[src/rtl/ufm_pkg.sv]
package ufm_pkg;
  localparam int EV_START = 0;
  localparam int EV_SIG   = 1;
  localparam int NUM_EV   = 2;
endpackage

[src/rtl/ufm_pattern_cmp.sv]
module ufm_pattern_cmp #(
  parameter int DATA_W = 9,
  parameter int LEN_W  = $clog2(DATA_W + 1)
) (
  input  logic [DATA_W-1:0] data_i,
  input  logic [DATA_W-1:0] pat_i,
  input  logic [LEN_W-1:0]  len_i,
  output logic              hit_o
);
  logic [DATA_W-1:0] mask;
  int unsigned       eff_len;

  // length 0 or out of range compares the full width
  always_comb begin
    eff_len = (len_i == '0 || int'(len_i) > DATA_W) ? DATA_W : int'(len_i);
    for (int i = 0; i < DATA_W; i++) mask[i] = (i < eff_len);
    hit_o = (((data_i ^ pat_i) & mask) == '0);
  end
endmodule

[src/rtl/ufm_event_flag.sv]
module ufm_event_flag (
  input  logic clk_i,
  input  logic rst_ni,
  input  logic set_i,
  input  logic clr_i,
  output logic q_o
);
  always_ff @(posedge clk_i or negedge rst_ni) begin
    if (!rst_ni)    q_o <= 1'b0;
    else if (set_i) q_o <= 1'b1;
    else if (clr_i) q_o <= 1'b0;
  end

  p_set_wins_r4: assert property (@(posedge clk_i) disable iff (!rst_ni)
    set_i |=> q_o);
  p_clear_r4: assert property (@(posedge clk_i) disable iff (!rst_ni)
    (clr_i && !set_i) |=> !q_o);
  p_sticky_r4: assert property (@(posedge clk_i) disable iff (!rst_ni)
    (q_o && !clr_i) |=> q_o);
endmodule

[src/rtl/ufm_block_ctrl.sv]
module ufm_block_ctrl (
  input  logic clk_i,
  input  logic rst_ni,
  input  logic unblock_i,
  input  logic set_i,
  input  logic clr_i,
  output logic blocked_o
);
  // unblock beats set, set beats clear
  always_ff @(posedge clk_i or negedge rst_ni) begin
    if (!rst_ni)        blocked_o <= 1'b0;
    else if (unblock_i) blocked_o <= 1'b0;
    else if (set_i)     blocked_o <= 1'b1;
    else if (clr_i)     blocked_o <= 1'b0;
  end

  p_unblock_wins_r8: assert property (@(posedge clk_i) disable iff (!rst_ni)
    unblock_i |=> !blocked_o);
  p_set_r8: assert property (@(posedge clk_i) disable iff (!rst_ni)
    (set_i && !unblock_i) |=> blocked_o);
  p_hold_r8: assert property (@(posedge clk_i) disable iff (!rst_ni)
    (!unblock_i && !set_i && !clr_i) |=> $stable(blocked_o));
endmodule

[src/rtl/uart_frame_matcher.sv]
module uart_frame_matcher
  import ufm_pkg::*;
#(
  parameter int DATA_W = 9,
  parameter int LEN_W  = $clog2(DATA_W + 1)
) (
  input  logic              clk_i,
  input  logic              rst_ni,
  input  logic              frame_valid_i,
  input  logic [DATA_W-1:0] frame_data_i,
  input  logic              frame_err_i,
  input  logic [LEN_W-1:0]  frame_len_i,
  input  logic [DATA_W-1:0] start_pat_i,
  input  logic [DATA_W-1:0] sig_pat_i,
  input  logic              start_unblock_en_i,
  input  logic              block_set_i,
  input  logic              block_clr_i,
  input  logic [NUM_EV-1:0] evt_clr_i,
  input  logic [NUM_EV-1:0] irq_en_i,
  output logic              buf_wr_o,
  output logic [DATA_W-1:0] buf_data_o,
  output logic              blocked_o,
  output logic              start_flag_o,
  output logic              sig_flag_o,
  output logic              irq_o
);
  logic [DATA_W-1:0] pats [NUM_EV];
  logic [NUM_EV-1:0] hit;
  logic [NUM_EV-1:0] flags;
  logic              accept;
  logic              start_hit;
  logic              do_write;

  assign pats[EV_START] = start_pat_i;
  assign pats[EV_SIG]   = sig_pat_i;
  assign accept         = frame_valid_i && !frame_err_i;
  assign start_hit      = accept && hit[EV_START];

  for (genvar g = 0; g < NUM_EV; g++) begin : g_ev
    logic match;
    ufm_pattern_cmp #(.DATA_W(DATA_W), .LEN_W(LEN_W)) u_cmp (
      .data_i (frame_data_i),
      .pat_i  (pats[g]),
      .len_i  (frame_len_i),
      .hit_o  (hit[g])
    );
    assign match = accept && hit[g];
    ufm_event_flag u_flag (
      .clk_i  (clk_i),
      .rst_ni (rst_ni),
      .set_i  (match),
      .clr_i  (evt_clr_i[g]),
      .q_o    (flags[g])
    );
  end

  ufm_block_ctrl u_block (
    .clk_i     (clk_i),
    .rst_ni    (rst_ni),
    .unblock_i (start_hit && start_unblock_en_i),
    .set_i     (block_set_i),
    .clr_i     (block_clr_i),
    .blocked_o (blocked_o)
  );

  // start match passes even while blocked
  assign do_write = accept && (!blocked_o || hit[EV_START]);

  always_ff @(posedge clk_i or negedge rst_ni) begin
    if (!rst_ni) begin
      buf_wr_o   <= 1'b0;
      buf_data_o <= '0;
    end else begin
      buf_wr_o <= do_write;
      if (do_write) buf_data_o <= frame_data_i;
    end
  end

  assign start_flag_o = flags[EV_START];
  assign sig_flag_o   = flags[EV_SIG];
  assign irq_o        = |(flags & irq_en_i);

  p_blocked_drop_r6: assert property (@(posedge clk_i) disable iff (!rst_ni)
    (blocked_o && accept && !hit[EV_START]) |=> !buf_wr_o);
  p_start_write_r7: assert property (@(posedge clk_i) disable iff (!rst_ni)
    start_hit |=> buf_wr_o);
  p_err_drop_r9: assert property (@(posedge clk_i) disable iff (!rst_ni)
    (frame_valid_i && frame_err_i) |=> !buf_wr_o);
  p_open_write_r5: assert property (@(posedge clk_i) disable iff (!rst_ni)
    (!blocked_o && accept) |=> buf_wr_o);
  p_wr_needs_frame_r5: assert property (@(posedge clk_i) disable iff (!rst_ni)
    buf_wr_o |-> $past(frame_valid_i));
endmodule

[config.mk]
export PLATFORM = sky130hd
export DESIGN_NAME = uart_frame_matcher
export DESIGN_NICKNAME = d
export VERILOG_FILES = /design/src/rtl/ufm_pkg.sv /design/src/rtl/ufm_pattern_cmp.sv /design/src/rtl/ufm_event_flag.sv /design/src/rtl/ufm_block_ctrl.sv /design/src/rtl/uart_frame_matcher.sv
export SDC_FILE = /design/constraint.sdc
export NUM_CORES = 1
export LEC_CHECK = 0
export ABC_AREA = 0
export BUFFER_PORTS_ARGS = -buffer_cell sky130_fd_sc_hd__buf_2
export CAP_MARGIN = 25
export CORE_UTILIZATION = 46
export DETAILED_ROUTE_END_ITERATION = 8
export GPL_TIMING_DRIVEN = 0
export PLACE_DENSITY_LB_ADDON = 0.1
export SLEW_MARGIN = 20
export SYNTH_ARGS = -nofsm -noshare
export SYNTH_HDL_FRONTEND = slang
export SYNTH_HIERARCHICAL = 1
export SYNTH_SLANG_ARGS = --single-unit
[constraint.sdc]
create_clock -name clk_i -period 2.1 [get_ports clk_i]
set_input_delay 0.63 -clock clk_i [delete_from_list [all_inputs] [get_ports clk_i]]
set_output_delay 0.63 -clock clk_i [all_outputs]
set_load 0.03 [all_outputs]
# After elaboration in Yosys (flattened, before gate mapping)
# Cells that the tools add are included.
[op_classes] magnitude_cmp=10 n_mux=8 n_bitwise=5 reduce_logical=16
[ops] op="3-bit by 32-bit less-than comparator with 1-bit output (first input constant)" n=4
[ops] op="1-bit by 32-bit less-than comparator with 1-bit output (first input constant)" n=2
[ops] op="2-bit by 32-bit less-than comparator with 1-bit output (first input constant)" n=2
[ops] op="4-bit by 32-bit less-than comparator with 1-bit output (first input constant)" n=1
[ops] op="9-bit AND" n=2
[ops] op="9-bit zero test" n=2
[ops] op="9-bit bitwise XOR" n=2
[ops] op="1-bit two-way mux" n=7
[ops] op="1-bit logical AND" n=5
[ops] op="4-bit > comparator (second input constant)" n=1
[ops] op="4-bit zero test" n=1
[ops] op="4-bit two-way mux" n=1
[ops] op="2-bit nonzero test" n=2
[ops] op="3-bit nonzero test" n=1
[ops] op="2-bit AND" n=1
[ops] op="1-bit zero test" n=2
[ops] op="1-bit logical OR" n=2
[ops] op="2-bit OR reduction" n=1
[totals] ff_bits=13 input_bits=42 elab_cells=44

# Logic depth before layout (Yosys ltp)
[logic_depth] word_depth=9 depth_mapped=8

# By module
# The synthesis kept the hierarchy.
[modules_own_cells] mod="uart_frame_matcher" instances=1 cells_per_inst=27 area_each_um2=473.0 seq_area_each_um2=250.2
[modules_own_cells] mod="ufm_pattern_cmp" instances=2 cells_per_inst=25 area_each_um2=185.2 seq_area_each_um2=0.0
[modules_own_cells] mod="ufm_event_flag" instances=2 cells_per_inst=3 area_each_um2=36.3 seq_area_each_um2=25.0
[modules_own_cells] mod="ufm_block_ctrl" instances=1 cells_per_inst=4 area_each_um2=43.8 seq_area_each_um2=25.0

# Worst setup path after synthesis
# OpenSTA, ideal clock, no wires.
[synth_path] path_type="input-to-reg" startpoint="in frame_len_i[1]" endpoint="reg buf_data_o[0]" setup_ps=125 arrival_ps=2090 path_slack_ps=-115 path_stages=7 n_path_buf=1 path_cell_list="nor4b_1 o221ai_1 nor4_1 inv_1 a21boi_4 buf_12 mux2_4"
[synth_between] elab_chain_len=8 elab_cells_between_ends=17 classes_between="order compare (10); mux (1); bitwise (1); reduce/logical (5)"
[synth_lines] item="start: declaration" line_no="uart_frame_matcher.sv:12" text="input logic [LEN_W-1:0] frame_len_i,"
[synth_lines] item="4-bit > comparator / 4-bit zero test (equally long branches)" line_no="ufm_pattern_cmp.sv:15" text="eff_len = (len_i == '0 || int'(len_i) > DATA_W) ? DATA_W : int'(len_i);"
[synth_lines] item="1-bit logical OR" line_no="ufm_pattern_cmp.sv:15"
[synth_lines] item="4-bit two-way mux (*)" line_no="ufm_pattern_cmp.sv:15"
[synth_lines] item="1-bit by 32-bit less-than comparator with 1-bit output (tied with other cells)" line_no="ufm_pattern_cmp.sv:16" text="for (int i = 0; i < DATA_W; i++) mask[i] = (i < eff_len);"
[synth_lines] item="9-bit AND (*)" line_no="ufm_pattern_cmp.sv:17" text="hit_o = (((data_i ^ pat_i) & mask) == '0);"
[synth_lines] item="9-bit zero test (*)" line_no="ufm_pattern_cmp.sv:17"
[synth_lines] item="named net hit[0]" line_no="uart_frame_matcher.sv:28" text="logic [NUM_EV-1:0] hit;"
[synth_lines] item="1-bit logical OR (*)" line_no="uart_frame_matcher.sv:67" text="assign do_write = accept && (!blocked_o || hit[EV_START]);"
[synth_lines] item="1-bit logical AND (*)" line_no="uart_frame_matcher.sv:67"
[synth_lines] item="named net do_write" line_no="uart_frame_matcher.sv:32" text="logic do_write;"
[synth_lines] item="end signal: assignment" line_no="uart_frame_matcher.sv:75" text="if (do_write) buf_data_o <= frame_data_i;"
[synth_lines] item="end: declaration" line_no="uart_frame_matcher.sv:21" text="output logic [DATA_W-1:0] buf_data_o,"
# Mark *: on every way through the listed nets, which the timed path passes. The rest lies on a longest branch.
# A chain may end at the register's enable or synchronous reset.

# Worst setup path in the final report
[layout_path] startpoint="in frame_len_i[1]" endpoint="reg buf_data_o[6]"
[layout_between] elab_chain_len=8 elab_cells_between_ends=17 classes_between="order compare (10); mux (1); bitwise (1); reduce/logical (5)"
[layout_lines] item="4-bit > comparator / 4-bit zero test (equally long branches)" line_no="ufm_pattern_cmp.sv:15"
[layout_lines] item="1-bit logical OR" line_no="ufm_pattern_cmp.sv:15"
[layout_lines] item="4-bit two-way mux (*)" line_no="ufm_pattern_cmp.sv:15"
[layout_lines] item="1-bit by 32-bit less-than comparator with 1-bit output (tied with other cells)" line_no="ufm_pattern_cmp.sv:16"
[layout_lines] item="9-bit AND (*)" line_no="ufm_pattern_cmp.sv:17"
[layout_lines] item="9-bit zero test (*)" line_no="ufm_pattern_cmp.sv:17"
[layout_lines] item="named net hit[0]" line_no="uart_frame_matcher.sv:28"
[layout_lines] item="1-bit logical OR (*)" line_no="uart_frame_matcher.sv:67"
[layout_lines] item="1-bit logical AND (*)" line_no="uart_frame_matcher.sv:67"
# Marked as above.

==> results.rst <==
.. list-table::
   :header-rows: 1

   * - Metric
     - Value
   * - Site Rows
     - 16
   * - Global route overflow
     - 0
   * - Prevailing post-synth register cell
     - sky130_fd_sc_hd__dfrtp_1
   * - Top cells by area, synth
     - sky130_fd_sc_hd__dfrtp_1, sky130_fd_sc_hd__xnor2_1, sky130_fd_sc_hd__mux2_4
   * - Clock slew at the register clock pins of the worst setup and hold paths
     - 0.08 ns
   * - Number of storage elements in the synthesis netlist
     - 13
   * - Total placed cells including tap cells
     - 169
   * - Warning count from the yosys run
     - 6
   * - Average cell area after synthesis
     - 11.0 sq um
   * - Async set-reset flop share out of synthesis
     - 1.00
   * - Master of the slowest instance on the critical path
     - sky130_fd_sc_hd__nor4_4
   * - Number of synthesized flops with an enable pin
     - 0
   * - Element type at the critical path start
     - primary input
   * - Most numerous cell in the Yosys netlist
     - sky130_fd_sc_hd__xnor2_1
   * - Starting density of the core
     - 0.489
   * - Hold WC Path Type
     - in2async
   * - Number of failing hold endpoints at the final stage
     - 0
   * - Global-route wire length before repair
     - 3.31 mm
   * - Area share of the leading cell type in the synthesized netlist
     - 0.339
   * - Number of buffer and inverter instances along the worst setup path
     - 3
   * - Area of the mapped netlist
     - 960 sq um
   * - Slack of the critical path
     - -0.0311 ns
   * - Main combinational cell family by area after synthesis
     - XOR/XNOR gates
   * - Detailed Route Iter0 Violations
     - 10
   * - Peak supply drop
     - 514 uV
   * - I/O Buffers
     - 55
   * - Combinational group share of total power
     - 0.456
   * - Quantity of hold-fixing buffers added after cts
     - 0
   * - Core ar.
     - 1960 sq um
   * - Adder-Cell Fraction of Synth Area
     - 0
   * - Slack of the worst reg-to-reg path
     - 0.89 ns
   * - Number of iterations in the first detailed-routing pass
     - 5
   * - Routed length on met3
     - 125 um
   * - Number of standard cells in the final layout excluding fillers
     - 179
   * - Violated checks
     - design-rule violations, negative setup slack
   * - Synth Net Count
     - 129
   * - Total die area
     - 2270 sq um
   * - Met1 wire length
     - 1.03 mm
   * - Root cell of the clock tree
     - sky130_fd_sc_hd__clkbuf_4
   * - DRC violations left
     - 1
   * - Pins over their slew limit
     - 0
   * - Fraction of final layout cells sized beyond drive strength 1
     - 0.586
   * - Clock Path Buffers
     - 2
   * - Minimum period implied by the final worst setup slack
     - 2.13 ns
   * - Ant diodes
     - 0
   * - Synthesized netlist cell count
     - 87
   * - Detailed placer's ending HPWL
     - 1.64 mm
   * - Routed len/inst
     - 13.8 um
   * - Height of the chip
     - 47.7 um
   * - Fillcell total
     - 164
   * - Die width
     - 47.7 um
   * - Fraction of synthesized area in multiplexers
     - 0.141
   * - # nets final
     - 195
   * - Part of the cycle the worst path needs
     - 1.01
   * - Status
     - finished with violations
   * - Maximum capacitance violations
     - 0
   * - Clock sink count
     - 13
   * - Overall fraction of global-route tracks in use
     - 0.218
   * - Top-level port count
     - 56
   * - Post-DRT Antenna Nets
     - 0
   * - Flip-flop and latch area
     - 325 sq um
   * - Worst-case setup slack after placement
     - -0.451 ns
   * - Xor and xnor area share after synthesis
     - 0.183
   * - Net load switching power
     - 319 uW
   * - Core utilization of the finished layout
     - 0.736
   * - Routed WL
     - 2.47 mm
   * - Sw frac
     - 0.366
   * - Required time worst endpoint
     - 2.26 ns
   * - Simple-gate area share of the yosys netlist
     - 0.149
   * - Number of vias per cell after detailed routing
     - 5.11
   * - Worst reg2reg endpoint
     - buf_data_o[6]$_DFFE_PN0P_
   * - Maximum single-stage delay on the critical path
     - 0.30 ns
   * - Final Skew
     - 0.00204 ns
   * - Timing-limited maximum frequency
     - 469 MHz
   * - Library cell with the largest summed area after synthesis
     - sky130_fd_sc_hd__dfrtp_1
   * - Sequential share of the synthesized area
     - 0.339
   * - Clock share of power
     - 0.177
   * - Rel. slew slack
     - 0.796
   * - Internal Power
     - 552 uW
   * - Area grow syn2layout
     - 50.5%
   * - Critical path, cell by cell
     - buf_12 -> nor4b_4 -> o21ai_1 -> o31a_1 -> nor4_4 -> inv_2 -> a21boi_4 -> buf_6 -> mux2_4
   * - Critical path arrival
     - 2.29 ns
   * - Worst reg-to-reg path cell count
     - 3
   * - Final setup fails
     - 9
   * - Clock tree from TritonCTS
     - built
   * - Pin count of the biggest net entering global routing
     - 14
   * - Static leakage
     - 0.000705 uW
   * - Area occupied by multi-input gates
     - 666 sq um
   * - Final weighted congestion in routability-driven placement
     - 0.744
   * - CP Capture Type
     - register
   * - Max layer used
     - met4
   * - Synth cell count leaders
     - sky130_fd_sc_hd__xnor2_1, sky130_fd_sc_hd__dfrtp_1, sky130_fd_sc_hd__mux2_4, sky130_fd_sc_hd__nor2_1
   * - H-tree level count
     - 1
   * - Peak fanout along the critical path
     - 5
   * - Count of distinct cell types in the synthesized netlist
     - 24
   * - Compound-cell area share of the yosys netlist
     - 0.153
   * - Cts bufs inserted
     - 3
   * - Total power divided by cell area
     - 603 nW/um^2
   * - Later-pin clock latency in the skew report
     - 0.27 ns
   * - Via count
     - 914
   * - Number of global-route vias before repair
     - 771
   * - Pin slew with the least headroom to its limit
     - 0.307 ns
   * - Critical R2R Launch
     - u_block/blocked_o$_DFFE_PN0P_
   * - Met2 WL
     - 1.29 mm
   * - Portion of total power attributed to sequential cells
     - 0.368
   * - Crit path kind
     - in2reg
   * - Setup repair after global routing missed its margin
     - yes
   * - Antenna violations before repair
     - 0
   * - Largest delay contributor family on the critical path
     - simple AND/OR/NAND/NOR gates
state kept, by name, indices dropped and copies added, names as in the netlist:
name,flops
buf_data_o,9
buf_wr_o,1
g_ev.u_flag/q_o,2
u_block/blocked_o,1
power groups by stage:
stage | Clock, uW | Sequential (uW) | Combinational [uW]
finish | 154 | 321 | 397
global route | 177 | 328 | 423
CTS | 161 | 321 | 399
detailed placement | 0 | 325 | 367
global placement | 0 | 322 | 362
floorplan | 0 | 418 | 142
final cells by class:
class / instances / area share
multi-input combinational: 69 / 0.461
timing repair buffer: 62 / 0.262
sequential: 13 / 0.225
tap: 27 / 0.0234
clock buffer: 4 / 0.0182
inverter: 4 / 0.0104
cells by family after synthesis:
kind of cell / after synthesis
flip-flops: 13
multiplexers: 9
buffers and inverters: 5
AO/OA/AOI/OAI: 19
AND/OR/NAND/NOR: 21
XOR/XNOR: 20
how the worst max path moves through the flow:
stage / start / to / slack (ns) / cells past startpoint
after floorplan: frame_len_i[0] / buf_data_o[0]$_DFFE_PN0P_ / -0.07 / 8
after global placement: frame_len_i[0] / buf_data_o[6]$_DFFE_PN0P_ / -0.44 / 9
after detailed placement: frame_len_i[0] / buf_data_o[2]$_DFFE_PN0P_ / -0.45 / 9
after CTS: frame_len_i[0] / buf_data_o[6]$_DFFE_PN0P_ / -0.02 / 10
after global routing: frame_len_i[1] / buf_data_o[8]$_DFFE_PN0P_ / -0.08 / 9
final: frame_len_i[1] / buf_data_o[6]$_DFFE_PN0P_ / -0.03 / 9
cell usage in the layout (no fill, tap or decap), types with 3 or more instances in the layout:
master                     count
sky130_fd_sc_hd__dfrtp_1      13
sky130_fd_sc_hd__nor2_1        6
sky130_fd_sc_hd__buf_6         4
sky130_fd_sc_hd__buf_2        51
sky130_fd_sc_hd__buf_4         5
sky130_fd_sc_hd__xnor2_1      16
sky130_fd_sc_hd__inv_1         3
sky130_fd_sc_hd__a21o_1        4
sky130_fd_sc_hd__xor2_1        4
sky130_fd_sc_hd__a21oi_1       3
sky130_fd_sc_hd__clkbuf_4      3
sky130_fd_sc_hd__mux2_4        9
stage by stage:
step	hold slack [ns]	total power, uW	instance area (sq um)	setup TNS [ns]
final	0.235	871	1440	-0.171
after CTS	0.240	881	1460	-0.0712
after global routing	0.240	928	1440	-0.580
after global placement	0.488	685	1290	-4.06
after floorplan	0.334	560	986	-0.611
after detailed placement	0.488	692	1290	-4.11
routing by layer:
metal | vias up | track usage
li1 | 442 | -
met1 | 434 | 0.264
met2 | 36 | 0.389
met3 | 2 | 0.0340
met4 | 0 | 0.0833
met5 | - | 0
timing repair:
item | 4_1_cts | 5_1_grt
pin swaps | 3 | 4
resized for setup | 18 | 4
cloned | 1 | 0
buffers inserted | 4 | 3
setup endpoints to repair | 9 | 9
No activity file was read; power rests on OpenSTA's default activity.
